--- config.mk ---
export PLATFORM = sky130hd
export DESIGN_NAME = dbuf_uart_tx
export DESIGN_NICKNAME = d
export VERILOG_FILES = /design/src/rtl/uart_tx_pkg.sv /design/src/rtl/tx_hold_buf.sv /design/src/rtl/tx_frame_gen.sv /design/src/rtl/tx_bit_shifter.sv /design/src/rtl/dbuf_uart_tx.sv
export SDC_FILE = /design/constraint.sdc
export NUM_CORES = 1
export LEC_CHECK = 0
export ABC_AREA = 0
export BUFFER_PORTS_ARGS = -buffer_cell sky130_fd_sc_hd__buf_2
export CORE_UTILIZATION = 46
export CTS_CLUSTER_SIZE = 10
export DETAILED_ROUTE_END_ITERATION = 6
export HOLD_SLACK_MARGIN = 0.03
export MAX_ROUTING_LAYER = met4
export PLACE_DENSITY = 0.79
export SETUP_SLACK_MARGIN = 0.4
export SLEW_MARGIN = 25
export SYNTH_ARGS = -nofsm -noshare
export SYNTH_HDL_FRONTEND = slang
export SYNTH_SLANG_ARGS = --single-unit
--- constraint.sdc ---
create_clock -name clk -period 2.13 [get_ports clk]
set_clock_uncertainty 0.1 [all_clocks]
set_input_delay 0.3195 -clock clk [delete_from_list [all_inputs] [get_ports clk]]
set_output_delay 0.3195 -clock clk [all_outputs]
set_load 0.01 [all_outputs]
--- src/rtl/uart_tx_pkg.sv ---
package uart_tx_pkg;

  localparam int DATA_W  = 8;
  localparam int FRAME_W = DATA_W + 3;            // start + data + parity + stop
  localparam int CNT_W   = $clog2(FRAME_W + 1);

  typedef struct packed {
    logic seven;
    logic par_en;
    logic par_odd;
  } tx_mode_t;

  function automatic int unsigned data_len(tx_mode_t m);
    return m.seven ? DATA_W - 1 : DATA_W;
  endfunction

  function automatic logic [CNT_W-1:0] frame_len(tx_mode_t m);
    return CNT_W'(2 + data_len(m) + (m.par_en ? 1 : 0));
  endfunction

  function automatic logic parity_bit(logic [DATA_W-1:0] d, tx_mode_t m);
    logic acc;
    acc = m.par_odd;
    for (int i = 0; i < DATA_W; i++)
      if (i < int'(data_len(m))) acc = acc ^ d[i];
    return acc;
  endfunction

  // Frame in send order: bit 0 leaves first; unused upper bits are ones.
  function automatic logic [FRAME_W-1:0] build_frame(logic [DATA_W-1:0] d, tx_mode_t m);
    logic [FRAME_W-1:0] f;
    int unsigned len;
    f    = '1;
    f[0] = 1'b0;
    len  = data_len(m);
    for (int i = 0; i < DATA_W; i++)
      if (i < int'(len)) f[1 + i] = d[i];
    if (m.par_en) f[1 + len] = parity_bit(d, m);
    return f;
  endfunction

endpackage

--- src/rtl/tx_hold_buf.sv ---
module tx_hold_buf
  import uart_tx_pkg::*;
(
  input  logic              clk,
  input  logic              rst_n,
  input  logic              wr_en,
  input  logic [DATA_W-1:0] wr_data,
  input  logic              take,
  output logic [DATA_W-1:0] hold_q,
  output logic              empty_q
);
  always_ff @(posedge clk) begin
    if (!rst_n) begin
      hold_q  <= '1;
      empty_q <= 1'b1;
    end else begin
      if (wr_en) begin
        hold_q  <= wr_data;
        empty_q <= 1'b0;
      end else if (take) begin
        empty_q <= 1'b1;
      end
    end
  end
endmodule

--- src/rtl/tx_frame_gen.sv ---
module tx_frame_gen
  import uart_tx_pkg::*;
(
  input  logic [DATA_W-1:0]  data,
  input  tx_mode_t           mode,
  output logic [FRAME_W-1:0] frame,
  output logic [CNT_W-1:0]   nbits
);
  always_comb begin
    frame = build_frame(data, mode);
    nbits = frame_len(mode);
  end
endmodule

--- src/rtl/tx_bit_shifter.sv ---
module tx_bit_shifter
  import uart_tx_pkg::*;
(
  input  logic               clk,
  input  logic               rst_n,
  input  logic               tick,
  input  logic               load,
  input  logic [FRAME_W-1:0] frame,
  input  logic [CNT_W-1:0]   nbits,
  output logic               line,
  output logic               busy,
  output logic               last_bit
);
  logic [FRAME_W-1:0] sh_q;
  logic [CNT_W-1:0]   left_q;

  always_ff @(posedge clk) begin
    if (!rst_n) begin
      sh_q   <= '1;
      left_q <= '0;
    end else if (load) begin
      sh_q   <= frame;
      left_q <= nbits;
    end else if (tick && left_q != '0) begin
      sh_q   <= {1'b1, sh_q[FRAME_W-1:1]};
      left_q <= left_q - 1'b1;
    end
  end

  always_comb begin
    busy     = (left_q != '0);
    last_bit = (left_q == CNT_W'(1));
    line     = busy ? sh_q[0] : 1'b1;
  end
endmodule

--- src/rtl/dbuf_uart_tx.sv ---
module dbuf_uart_tx
  import uart_tx_pkg::*;
(
  input  logic       clk,
  input  logic       rst_n,
  input  logic       wr_en,
  input  logic [7:0] wr_data,
  input  logic       cfg_seven,
  input  logic       cfg_par_en,
  input  logic       cfg_par_odd,
  input  logic       bit_tick,
  output logic       tx_line,
  output logic       hold_empty,
  output logic       tx_done
);
  logic [DATA_W-1:0]  hold_q;
  logic [FRAME_W-1:0] frame;
  logic [CNT_W-1:0]   nbits;
  logic               sh_busy;
  logic               sh_last;
  logic               handoff;
  tx_mode_t           mode;

  assign mode    = '{seven: cfg_seven, par_en: cfg_par_en, par_odd: cfg_par_odd};
  assign handoff = bit_tick && !hold_empty && (!sh_busy || sh_last);

  tx_hold_buf u_hold (
    .clk(clk), .rst_n(rst_n), .wr_en(wr_en), .wr_data(wr_data),
    .take(handoff), .hold_q(hold_q), .empty_q(hold_empty)
  );

  tx_frame_gen u_frame (
    .data(hold_q), .mode(mode), .frame(frame), .nbits(nbits)
  );

  tx_bit_shifter u_shift (
    .clk(clk), .rst_n(rst_n), .tick(bit_tick), .load(handoff),
    .frame(frame), .nbits(nbits), .line(tx_line),
    .busy(sh_busy), .last_bit(sh_last)
  );

  assign tx_done = !sh_busy && hold_empty;
endmodule

# [Yosys cells after proc, flatten, opt, wreduce, memory -nomap -nowiden]
# Cells that the tools add are included.
[totals] register_bits=24 output_inout_bits=3 in_bits=15 word_cells=75
[classes] n_mux=37 magnitude_cmp=10 add_sub_neg=4 n_reduce_logical=11 eq_ne=1 bitwise=8
[ops] cell="$mux W11" count=3
[ops] cell="$add A1 B32 Y32 const A" count=1
[ops] cell="$ge A32 B1 Y1 const B" count=1
[ops] cell="$lt A1 B32 Y1 const A" count=1
[ops] cell="$lt A2 B32 Y1 const A" count=1
[ops] cell="$lt A32 B5 Y1 const B" count=1
[ops] cell="$mux W1" count=29
[ops] cell="$lt A3 B4 Y1 const A" count=4
[ops] cell="$mux W4" count=3
[ops] cell="$bwmux W11" count=1
[ops] cell="$lt A2 B4 Y1 const A" count=2
[ops] cell="$xor A1 B1 Y1" count=8
[ops] cell="$logic_and A1 B1 Y1" count=5
[ops] cell="$add A2 B4 Y4 const A" count=1
[ops] cell="$add A4 B4 Y4" count=1
[ops] cell="$demux W1 S4" count=1
[ops] cell="$eq A4 B1 Y1 const B" count=1
[ops] cell="$reduce_bool A2 Y1" count=2
[ops] cell="$reduce_bool A4 Y1" count=1
[ops] cell="$sub A4 B1 Y4 const B" count=1
[ops] cell="$logic_not A1 Y1" count=2
[ops] cell="$logic_or A1 B1 Y1" count=1

# [Logic depth before layout (Yosys ltp)]
# Gate-level depths: netlist of run 1.
[depth] depth_word=28 mapped_depth=7 ltp_nobuf=7

# [Cells and area by module]
# Synthesis of run 1 repeated with hierarchy kept, for this count alone.
[unflattened] hier_cells=165 area_unflattened_um2=1426.4
[modules_own_cells] module="tx_bit_shifter" area_per_inst_um2=854.6 cells_each=103 instances=1
[modules_own_cells] module="tx_hold_buf" area_per_inst_um2=315.3 cells_each=29 instances=1
[modules_own_cells] module="tx_frame_gen" area_per_inst_um2=221.5 cells_each=30 instances=1
[modules_own_cells] module="dbuf_uart_tx" area_per_inst_um2=35.0 cells_each=3 instances=1

# [Worst setup path after synthesis of run 1]
# OpenSTA, ideal clock, no wires.
[synth_path] path_kind="register to register" start="register u_shift.left_q[0]" end="register u_shift.left_q[0]" required_time_ps=1915 synth_period_minus_slack_ps=1673 path_slack_ps=457 stages_incl_launch_ff=8 t_arrival_ps=1458 path_cell_list="dfxtp_1 inv_1 ha_1 nand2_2 o31ai_4 nand2b_1 o221ai_1 and2_1"
[synth_between] elab_chain_len=5 elab_cells_between_ends=10 cone_classes="1 x add/sub; 1 x eq/ne; 2 x mux; 6 x reduce/logical"
[synth_lines] item="start, declared" line="tx_bit_shifter.sv:15" rtl="logic [CNT_W-1:0] left_q;"
[synth_lines] item="start signal, assigned" line="tx_bit_shifter.sv:23" rtl="left_q <= nbits;"
[synth_lines] item="start signal, assigned" line="tx_bit_shifter.sv:26" rtl="left_q <= left_q - 1'b1;"
[synth_lines] item="parallel branches: the longest is 5 deep, another holds $sub A4 B1 Y4"
# Parallel ways; which one is timed is not known. The select of a mux whose other input is x is not followed.
# A chain may end at the register's enable or synchronous reset.

# [Worst setup path after layout of run 1]
[layout_path] start="register u_shift.left_q[1]" end="register u_shift.left_q[1]"
# The elaborated chain is that of the path after synthesis.

==> results of run 1 <==
## layout make-up
| type | count | area, µm² |
|---|---|---|
| Inverter | 5 | 21.3 |
| Clock buffer | 3 | 22.5 |
| Fill cell | 208 | 836 |
| Clock inverter | 1 | 5.00 |
| Tap cell | 28 | 35.0 |
| Multi-Input combinational cell | 87 | 677 |
| Timing Repair Buffer | 26 | 168 |
| Sequential cell | 23 | 469 |
## Yosys cell counts (2+ instances only)
cell,count
xnor2_1,7
ha_1,4
buf_4,2
nand3_1,8
dfxtp_1,23
o221ai_1,3
a21oi_1,3
nor2_1,5
inv_1,5
and2_1,2
nand3b_1,2
a22oi_1,7
clkbuf_1,4
nand2_1,20
mux2i_1,8
## kinds of logic (layout without fill, tap and decap cells)
logic type	Yosys count	count (layout)	synth area share
AO/OA/AOI/OAI	22	23	0.172
multiplexers	8	8	0.0722
buffers and inverters	11	35	0.0440
adder cells (fa/ha/maj)	4	4	0.0451
flip-flops	23	23	0.415
XOR/XNOR	8	8	0.0632
AND/OR/NAND/NOR	44	44	0.188
## final timing paths
path	slack [ns]	depth (start not counted)	from	end
setup / recovery	0.43	7	u_shift.left_q[1]	u_shift.left_q[1]
hold / removal	0.10	3	wr_data[1]	u_hold.hold_q[1]
setup reg to reg	0.43	7	u_shift.left_q[1]	u_shift.left_q[1]
hold reg to reg	0.39	2	u_shift.sh_q[5]	u_shift.sh_q[4]
## through the flow
step                      power [mW]  setup slack [ns]
after floorplan                0.983             0.457
after global placement          1.08             0.316
after detailed placement        1.11             0.189
after CTS                       1.40             0.406
after global routing            1.65             0.370
final                           1.55             0.431
## power breakdown
part	internal (mW)	switching (mW)
sequential	0.530	0.102
combinational	0.356	0.361
clock	0.0704	0.126
## state kept, by name, summed over array words and instances, names as in the netlist
register        flops
u_hold.hold_q       8
u_shift.left_q      4
u_shift.sh_q       10
u_hold.empty_q      1
## cell usage in the layout (no fill, tap or decap), types with 2 or more instances in the layout
| cell | n |
|---|---|
| nand2_2 | 3 |
| inv_1 | 3 |
| dfxtp_4 | 2 |
| buf_4 | 5 |
| nor2_1 | 3 |
| nand3_1 | 7 |
| xnor2_1 | 7 |
| and2_1 | 2 |
| a22oi_1 | 7 |
| mux2i_1 | 8 |
| dfxtp_1 | 20 |
| nand2_1 | 17 |
| buf_6 | 4 |
| ha_1 | 2 |
| nor3_2 | 2 |
| clkbuf_4 | 3 |
| buf_2 | 17 |
| nand3b_1 | 2 |
| o221ai_1 | 3 |
| a21oi_1 | 3 |
## metal layers
| layer | vias up | part of all wire | global-route usage |
|---|---|---|---|
| met5 | - | 0 | - |
| met4 | 0 | 0.026 | 0.116 |
| met3 | 7 | 0.023 | 0.0179 |
| met2 | 22 | 0.51 | 0.344 |
| met1 | 445 | 0.44 | 0.265 |
| li1 | 476 | - | - |
## critical path, delay by kind of cell, from the launching register on
kind / cells / cell delay, ns
compound gates: 2 / 0.45
fa+ha+maj: 1 / 0.17
buf+inv: 1 / 0.06
flops: 1 / 0.38
simple gates: 3 / 0.44
## repair_timing
action,in CTS,in global routing
buffers inserted,5,2
gates resized for setup,8,20
hold endpoints to repair,0,0
cloned,0,1
endpoints found under the setup margin,16,16
pin swaps,2,5
==> impl_metrics.csv, run 1 <==
group,metric,value,unit
drt,drt-total-wl,2580,µm
layout,fin_area,1400,µm²
placement,placed_area,1210,µm²
sta,final_max_slew_viol_count,0,
sta,rsz0062_at_grt,"yes",
yosys,synthCells,120,
sta,finalCriticalPeriod,1.70,ns
run_status,status,"finished, final reports clean",
drt,final_antenna_net_count,0,
floorplanning,chipWidth,51.1,µm
drt,drt_iter0_drc,15,
cts,clk_transition_reported_paths,0.12,ns
critical_path,crit_slowest_cell,"dfxtp_4",
floorplanning,die_h,51.1,µm
global_route,antenna_found_initial,0,
placement,dp.cells,161,
cts,clock-sinks,23,
yosys,synth-main-ff-cell,"dfxtp_1",
layout,finalNetCount,165,
critical_path,arrival,1.81,ns
global_route,grt_use_total,0.214,
critical_path,required,2.25,ns
drt,detail_route.wl_per_cell,14.9,µm
placement,gp_congestion,0.776,
floorplanning,dieArea,2610,µm²
critical_path,end_kind,"flip-flop",
yosys,ys_types,32,
placement,dp_hpwl,1620,µm
power_and_ir_drop,p_leak,0.591,nW
drt,dr.pass1.iters,4,
worst_hold_path,hp-class,"in2reg",
critical_path,start_kind,"flip-flop",
placement,io_buffers,17,
yosys,synth_top_area_frac,0.415,
yosys,synth_top_area_cell,"dfxtp_1",
cts,insertion_delay,0.32,ns
sta,hold_ws,0.105,ns
critical_path,crit_path_max_incr_delay,0.38,ns
sta,finalHoldViolCount,0,
cts,ctsHoldBuffers,0,
yosys,avgSynthCellArea,9.24,µm²
job,maxCapViolations,0,
layout,antennaDiodeCount,0,
floorplanning,start_util,0.496,
layout,layout-drive-gt1-share,0.352,
power_and_ir_drop,ir_drop,681,µV
yosys,synthTopCellsByArea,"dfxtp_1 (42%), mux2i_1 (7.2%), nand2_1 (6.8%), xnor2_1 (5.5%), a22oi_1 (4.7%)",
layout,area_growth_syn_to_layout,26.1,%
yosys,yosysSeqAreaShare,0.415,
cts,cts-root-buf,"clkbuf_4",
yosys,synthesis.area,1110,µm²
cts,cts_tree,"yes",
critical_path,crit_type,"reg2reg",
cts,numCtsBuffers,3,
cts,clock_path_buffers,2,
yosys,ys_seq_elements,23,
yosys,async_reset_ff_frac,0,
floorplanning,coreArea,2230,µm²
yosys,synth_edf_count,0,
global_route,grt_pass1_wl,4030,µm
floorplanning,pin_count,18,
sta,setup_viol,0,
drt,drc,0,
yosys,yosys_warnings,0,
sta,fin_tns_setup,0,ns
global_route,grt_overflow,0,
layout,fin_util,0.626,
global_route,grt_pass1_vias,915,
sta,fmax,0.589,GHz
global_route,grt_max_degree,26,
power_and_ir_drop,powerDensity,1110,nW/µm²
layout,layoutNonFillerInstCount,173,
sta,tightestPinTransition,0.423,ns
critical_path,cp_max_fo,6,
yosys,synth_nets,139,
critical_path,cp_cell_sequence,"inv_4 -> ha_4 -> nand2_4 -> o31ai_4 -> nand2b_1 -> o221ai_1 -> and2_1",
sta,finalCritPeriodShare,0.798,
drt,via_count,950,
floorplanning,fp-row-count,17,
cts,cts_max_level,1,
drt,vias_per_cell,5.49,
sta,max_slew_margin,0.718,
No activity file was read; power rests on OpenSTA's default activity.
==> run 2: changes to the inputs <==
Settings changed: ABC_AREA 0 to 1, PLACE_DENSITY 0.79 to 0.78.
Clock period 2.13 ns to 1.63 ns, I/O delays scaled along.
==> run 2 against run 1 <==
The flow now finishes with violations (negative setup slack); critical endpoint is now tx_done; count of clock-buffer cells in the layout up 1; first-iteration DRC count rose to 3.5 times the previous value; non-clock buffer count grew 8; worst setup slack worse by 0.45 ns; synthesized area grew 19%; sequential cell count unchanged; global-route usage grew 1.6 points; total power rose by 42%; critical path type is now reg2out; register-to-register slack worse by 0.44 ns; critical path depth did not move; sequential power rose by 23%.
==> impl_metrics.csv, run 2 <==
group,metric,value,unit
sta,finalCritPeriodShare,1.01,
layout,layout-drive-gt1-share,0.310,
drt,dr.pass1.iters,4,
layout,largest_register_ffs,10,
critical_path,end_kind,"output port",
floorplanning,fp-row-count,19,
sta,finalCriticalPeriod,1.65,ns
global_route,grt_pass1_vias,1170,
sta,final_max_slew_viol_count,0,
critical_path,crit_slowest_cell,"dfxtp_2",
layout,area_growth_syn_to_layout,32.4,%
cts,clock-sinks,23,
cts,cts-root-buf,"clkbuf_4",
drt,top_layer,"met4",
yosys,synth_nets,217,
layout,fin_util,0.636,
floorplanning,dieArea,3070,µm²
power_and_ir_drop,ir_drop,932,µV
layout,top_register,"u_shift.sh_q",
layout,finalNetCount,252,
yosys,synthCells,198,
critical_path,crit_type,"reg2out",
yosys,yosys_warnings,0,
yosys,avgSynthCellArea,6.64,µm²
global_route,grt_overflow,0,
placement,dpl_worst_slack,0.0658,ns
drt,detail_route.wl_per_cell,12.7,µm
layout,layout.cells.most_common_list,"nand2_1 (47), inv_1 (30), dfxtp_1 (20)",
yosys,synthesis.area,1310,µm²
global_route,antenna_found_initial,0,
sta,fmax,0.606,GHz
power_and_ir_drop,p_leak,0.900,nW
drt,route.met2.wl,1590,µm
cts,clock_path_buffers,2,
layout,final_common_cell,"nand2_1",
worst_hold_path,hp-class,"in2reg",
global_route,grt_pass1_wl,5360,µm
yosys,yosysSeqAreaShare,0.350,
floorplanning,pin_count,18,
sta,tightestPinTransition,0.274,ns
yosys,ys_top_cells_by_count,"nand2_1 (53), inv_1 (34), dfxtp_1 (23), nor2_1 (18), a21oi_1 (17)",
critical_path,crit_top_cell,"inv_2",
critical_path,cp_cell_sequence,"inv_2 -> ha_4 -> inv_2 -> nor2_4 -> inv_2 -> nor2_2 -> buf_2",
yosys,synthTopCellsByArea,"dfxtp_1 (35%), nand2_1 (15%), inv_1 (9.7%), a21oi_1 (6.5%), nor2_1 (5.1%)",
run_status,violations,"negative setup slack",
yosys,synthMostInstantiatedCell,"nand2_1",
yosys,ys_seq_elements,23,
critical_path,arrival,1.31,ns
critical_path,cp_max_fo,3,
placement,gp_congestion,0.864,
drt,vias_per_cell,5.19,
cts,cts_tree,"yes",
yosys,ys_types,29,
floorplanning,coreArea,2730,µm²
global_route,grt_max_degree,19,
drt,wl_met1,1490,µm
sta,worst_slack,-0.0209,ns
sta,setup_viol,2,
floorplanning,start_util,0.481,
layout,top_regs,"u_shift.sh_q x10, u_hold.hold_q x8, u_shift.left_q x4",
critical_path,required,1.29,ns
placement,io_buffers,17,
cts,clk_transition_reported_paths,0.12,ns
yosys,async_reset_ff_frac,0,
run_status,status,"finished, violations left",
drt,drc,0,
yosys,synth_edf_count,0,
cts,numCtsBuffers,3,
drt,final_antenna_net_count,0,
placement,dp_hpwl,2000,µm
global_route,grt_use_total,0.230,
yosys,synth_top_area_frac,0.350,
critical_path,crit_path_max_incr_delay,0.36,ns
floorplanning,die_h,55.4,µm
power_and_ir_drop,powerDensity,1260,nW/µm²
layout,antennaDiodeCount,0,
drt,route.met3.wl,178,µm
sta,rsz0062_at_grt,"yes",
drt,drt-total-wl,3340,µm
job,maxCapViolations,0,
sta,finalHoldViolCount,0,
floorplanning,chipWidth,55.4,µm
drt,drt_iter0_drc,53,
sta,max_slew_margin,0.817,
yosys,synth_top_area_cell,"dfxtp_1",
drt,via_count,1366,
yosys,synth-main-ff-cell,"dfxtp_1",
critical_path,start_kind,"flip-flop",
cts,cts_max_level,1,
cts,insertion_delay,0.31,ns
[run 2: cell count changes in the layout (fill, tap and decap cells not counted), moves of 6 or more]
cell,delta
o21ai_0,+7
nor2_1,+12
mux2i_1,-8
nand2_1,+30
inv_1,+27
buf_4,+6
a21oi_1,+10
a22oi_1,-7
[run 2: metal layers]
| layer | global-route usage | vias to the layer above |
|---|---|---|
| met3 | 0.0585 | 6 |
| met2 | 0.355 | 47 |
| met1 | 0.298 | 622 |
| met5 | - | - |
| li1 | - | 691 |
| met4 | 0.0679 | 0 |
[run 2: through the flow]
stage	std cells	area (µm²)	hold WS [ns]	TNS, ns	power [mW]
2_1_floorplan	198	1340	0.213	0	1.38
3_3_place_gp	246	1470	0.348	0	1.55
3_5_place_dp	246	1470	0.358	0	1.56
4_1_cts	259	1670	0.0314	0	2.08
5_1_grt	263	1740	0.0313	-0.478	2.36
6_report	263	1740	0.0321	-0.0347	2.20
[run 2: what timing repair did]
action                     CTS  global route
hold endpoints to repair     0             1
pin swaps                    9             0
setup buffers                9             3
hold buffers                 0             1
setup endpoints to repair   18            18
gates resized for setup     28             7
[run 2: cell type report]
cell class	count	area, µm²
Sequential cell	23	464
Inverter	39	164
Timing Repair Buffer	34	249
Fill cell	215	995
Clock buffer	4	26.3
Tap cell	31	38.8
Multi-Input combinational cell	132	797
[run 2: cells by family (layout without fill, tap and decap cells)]
group           after synthesis  in the layout  share of synthesized area
buf+inv                      43             77                      0.132
flops                        23             23                      0.350
fa+ha+maj                     4              4                     0.0381
simple gates                 83             83                      0.264
compound gates               43             43                      0.202
xor+xnor                      2              2                     0.0133
[run 2: path summary, 6_finish.rpt]
path                     startpoint               end  slack (ns)  cells past startpoint
setup / recovery  u_shift.left_q[0]           tx_done       -0.02                      7
setup reg to reg  u_shift.left_q[0]   u_shift.sh_q[8]       -0.01                     10
hold / removal           wr_data[0]  u_hold.hold_q[0]        0.03                      3
hold reg to reg    u_hold.hold_q[7]  u_hold.hold_q[7]        0.37                      2
[run 2: worst max-delay path, delay by kind of cell (launching register included)]
family        cells  cell delay (ns)
flops             1             0.36
fa+ha+maj         1             0.15
buf+inv           4             0.31
simple gates      2             0.18
[run 2: report_power, final]
group,internal (mW),switching (mW)
sequential,0.687,0.0910
combinational,0.515,0.640
clock,0.0957,0.171
total,1.30,0.901
==> run 3: changes to the inputs <==
Settings changed: PLACE_DENSITY 0.78 to 0.77, SYNTH_HIERARCHICAL set to 1.
==> run 3 against run 2 <==
The run still ends with negative setup slack left; worst setup slack got worse by 0.041 ns; die area is 16% higher; final cell count up 19%; global-route usage is 3.2 points lower; non-clock buffer count is 11 higher; wire length increased by 22%; combinational power is 110% higher; clock power grew 23%; fmax fell by 2.4%; worst hold slack better by 0.0052 ns; final area is 23% higher.
==> impl_metrics.csv, run 3 <==
group,metric,value,unit
yosys,synth_top_area_frac,0.313,
yosys,synth-main-ff-cell,"dfxtp_1",
cts,numCtsBuffers,3,
power_and_ir_drop,powerDensity,1750,nW/µm²
layout,fin_util,0.688,
layout,fillers,271,
power_and_ir_drop,p_leak,1.10,nW
cts,clock-sinks,24,
placement,dp_hpwl,2110,µm
critical_path,cp_max_fo,5,
yosys,avgSynthCellArea,6.58,µm²
drt,drt-total-wl,4080,µm
layout,layoutNonFillerInstCount,314,
global_route,grt_max_degree,22,
global_route,grt_overflow,0,
floorplanning,dieArea,3570,µm²
job,maxCapViolations,0,
sta,finalHoldViolCount,0,
worst_hold_path,min_from,"wr_data[6]",
layout,area_growth_syn_to_layout,39.2,%
drt,dr.pass1.iters,5,
yosys,synth_top_area_cell,"dfxtp_1",
run_status,violations,"negative setup slack",
placement,dpl_worst_slack,0.0389,ns
floorplanning,pin_count,18,
floorplanning,die_h,59.7,µm
worst_hold_path,min_path_cells,3,
layout,largest_register_ffs,11,
worst_hold_path,min_to,"u_hold/hold_q[6]",
global_route,antenna_found_initial,0,
sta,fmax,0.591,GHz
yosys,ys_seq_elements,24,
drt,drt_iter0_drc,113,
cts,insertion_delay,0.32,ns
sta,finalCritPeriodShare,1.04,
drt,detail_route.wl_per_cell,13.0,µm
critical_path,ff2ff_path_depth,10,
layout,top_regs,"u_shift/sh_q x11, u_hold/hold_q x8, u_shift/left_q x4",
sta,final_max_slew_viol_count,0,
layout,multiInputGateArea,1020,µm²
layout,antennaDiodeCount,0,
cts,cts_tree,"yes",
critical_path,r2r-end,"u_shift/sh_q[3]",
layout,final_common_cell,"nand2_1",
layout,top_register,"u_shift/sh_q",
yosys,synthMostInstantiatedCell,"nand2_1",
layout,layout-drive-gt1-share,0.389,
floorplanning,start_util,0.494,
global_route,grt_pass1_wl,5150,µm
floorplanning,fp-row-count,20,
critical_path,arrival,1.81,ns
placement,dp.cells,280,
cts,clk_transition_reported_paths,0.14,ns
cts,clock_path_buffers,2,
yosys,yosys_warnings,6,
critical_path,r2r_start,"u_shift/left_q[0]",
yosys,async_reset_ff_frac,0,
global_route,grt_pass1_vias,1243,
worst_hold_path,hp-class,"in2reg",
cts,cts_max_level,1,
layout,final-seq-area,502,µm²
critical_path,end_kind,"flip-flop",
yosys,synthTopCellsByArea,"dfxtp_1 (31%), nand2_1 (19%), nand3_1 (13%), inv_1 (5.9%), buf_4 (5.4%)",
layout,layout.cells.most_common_list,"nand2_1 (72), nand3_1 (30), inv_1 (20)",
yosys,ys_top_cells_by_count,"nand2_1 (77), nand3_1 (40), dfxtp_1 (24), inv_1 (24), a21oi_1 (13)",
yosys,synthesis.area,1530,µm²
sta,finalCriticalPeriod,1.69,ns
power_and_ir_drop,ir_drop,641,µV
critical_path,start_kind,"flip-flop",
global_route,grt_use_total,0.198,
drt,via_count,1601,
cts,cts-root-buf,"clkbuf_4",
yosys,synthCells,233,
sta,rsz0062_at_grt,"yes",
critical_path,required,1.75,ns
floorplanning,chipWidth,59.7,µm
drt,vias_per_cell,5.10,
yosys,yosysSeqAreaShare,0.313,
placement,io_buffers,17,
critical_path,crit_type,"reg2reg",
sta,worst_slack,-0.0617,ns
critical_path,regToRegSetupSlack,-0.06,ns
sta,max_slew_margin,0.608,
drt,drc,0,
floorplanning,coreArea,3100,µm²
yosys,synth_edf_count,0,
sta,tightestPinTransition,0.587,ns
placement,gp_congestion,0.840,
sta,setup_viol,4,
yosys,ys_types,27,
layout,finalNetCount,290,
drt,final_antenna_net_count,0,
run_status,status,"finished, violations left",
## run 3: area by class of cell
class                           instances  share of cell area
Clock buffer                            4              0.0170
Inverter                               29              0.0610
Multi-Input combinational cell        166               0.478
Sequential cell                        24               0.235
Tap cell                               44              0.0258
Timing Repair Buffer                   45               0.174
Timing Repair inverter                  2             0.00938
## run 3: worst max path at each step
stage	start	end	slack [ns]
6_report	u_shift/left_q[0]	u_shift/sh_q[3]	-0.06
3_3_place_gp	u_shift/left_q[1]	u_shift/sh_q[10]	0.06
4_1_cts	u_shift/left_q[0]	tx_done	0.02
3_5_place_dp	u_shift/left_q[1]	u_shift/left_q[3]	0.04
5_1_grt	u_shift/left_q[1]	u_shift/left_q[0]	-0.12
2_1_floorplan	u_shift/left_q[0]	u_shift/sh_q[9]	0.07
## run 3: cell families after synthesis
group	after synthesis	synth area share
AOI/OAI and AO/OA	20	0.0775
other	2	0.00490
and+or+nand+nor	137	0.418
adders and majority gates	4	0.0326
DFF	24	0.313
buffers and inverters	46	0.154
## run 3: timing repair
| item | 4_1_cts | 5_1_grt |
|---|---|---|
| cloned | 2 | 5 |
| hold endpoints to repair | 6 | 1 |
| buffers inserted | 5 | 11 |
| endpoints found under the setup margin | 18 | 19 |
| pin swaps | 2 | 16 |
| hold buffers | 6 | 1 |
| gates resized for setup | 8 | 40 |
## run 3: power by group
| part | total, mW | switching [mW] | internal, mW | leakage (nW) |
|---|---|---|---|---|
| logic | 2.44 | 1.30 | 1.14 | 0.882 |
| registers | 0.970 | 0.180 | 0.790 | 0.199 |
| clock network | 0.327 | 0.190 | 0.137 | 0.0210 |
## run 3: layer usage
layer,GRT usage,vias up,share of wire
li1,-,804,-
met5,-,-,0
met3,0.0195,10,0.043
met2,0.337,47,0.52
met4,0.0698,0,0.020
met1,0.242,740,0.42
## run 3: worst max-delay path: stages, from the launching register on
cell and delay [ns]:
dfxtp_4 0.41, inv_4 0.05, ha_4 0.16, nand2_4 0.06, inv_2 0.04, nor2_4 0.09, nor2_4 0.06, buf_4 0.15
clkbuf_16 0.15, a21oi_1 0.20, nand3_1 0.11
## run 3: metrics by stage
stage / instance area (µm²) / setup TNS (ns) / power (mW) / hold WS (ns)
after floorplan: 1620 / 0 / 2.19 / 0.229
after global placement: 1650 / 0 / 2.39 / 0.354
after detailed placement: 1650 / 0 / 2.41 / 0.360
after CTS: 1820 / 0 / 2.93 / 0.0340
after global routing: 2130 / -0.915 / 3.95 / 0.0473
final: 2130 / -0.144 / 3.74 / 0.0373
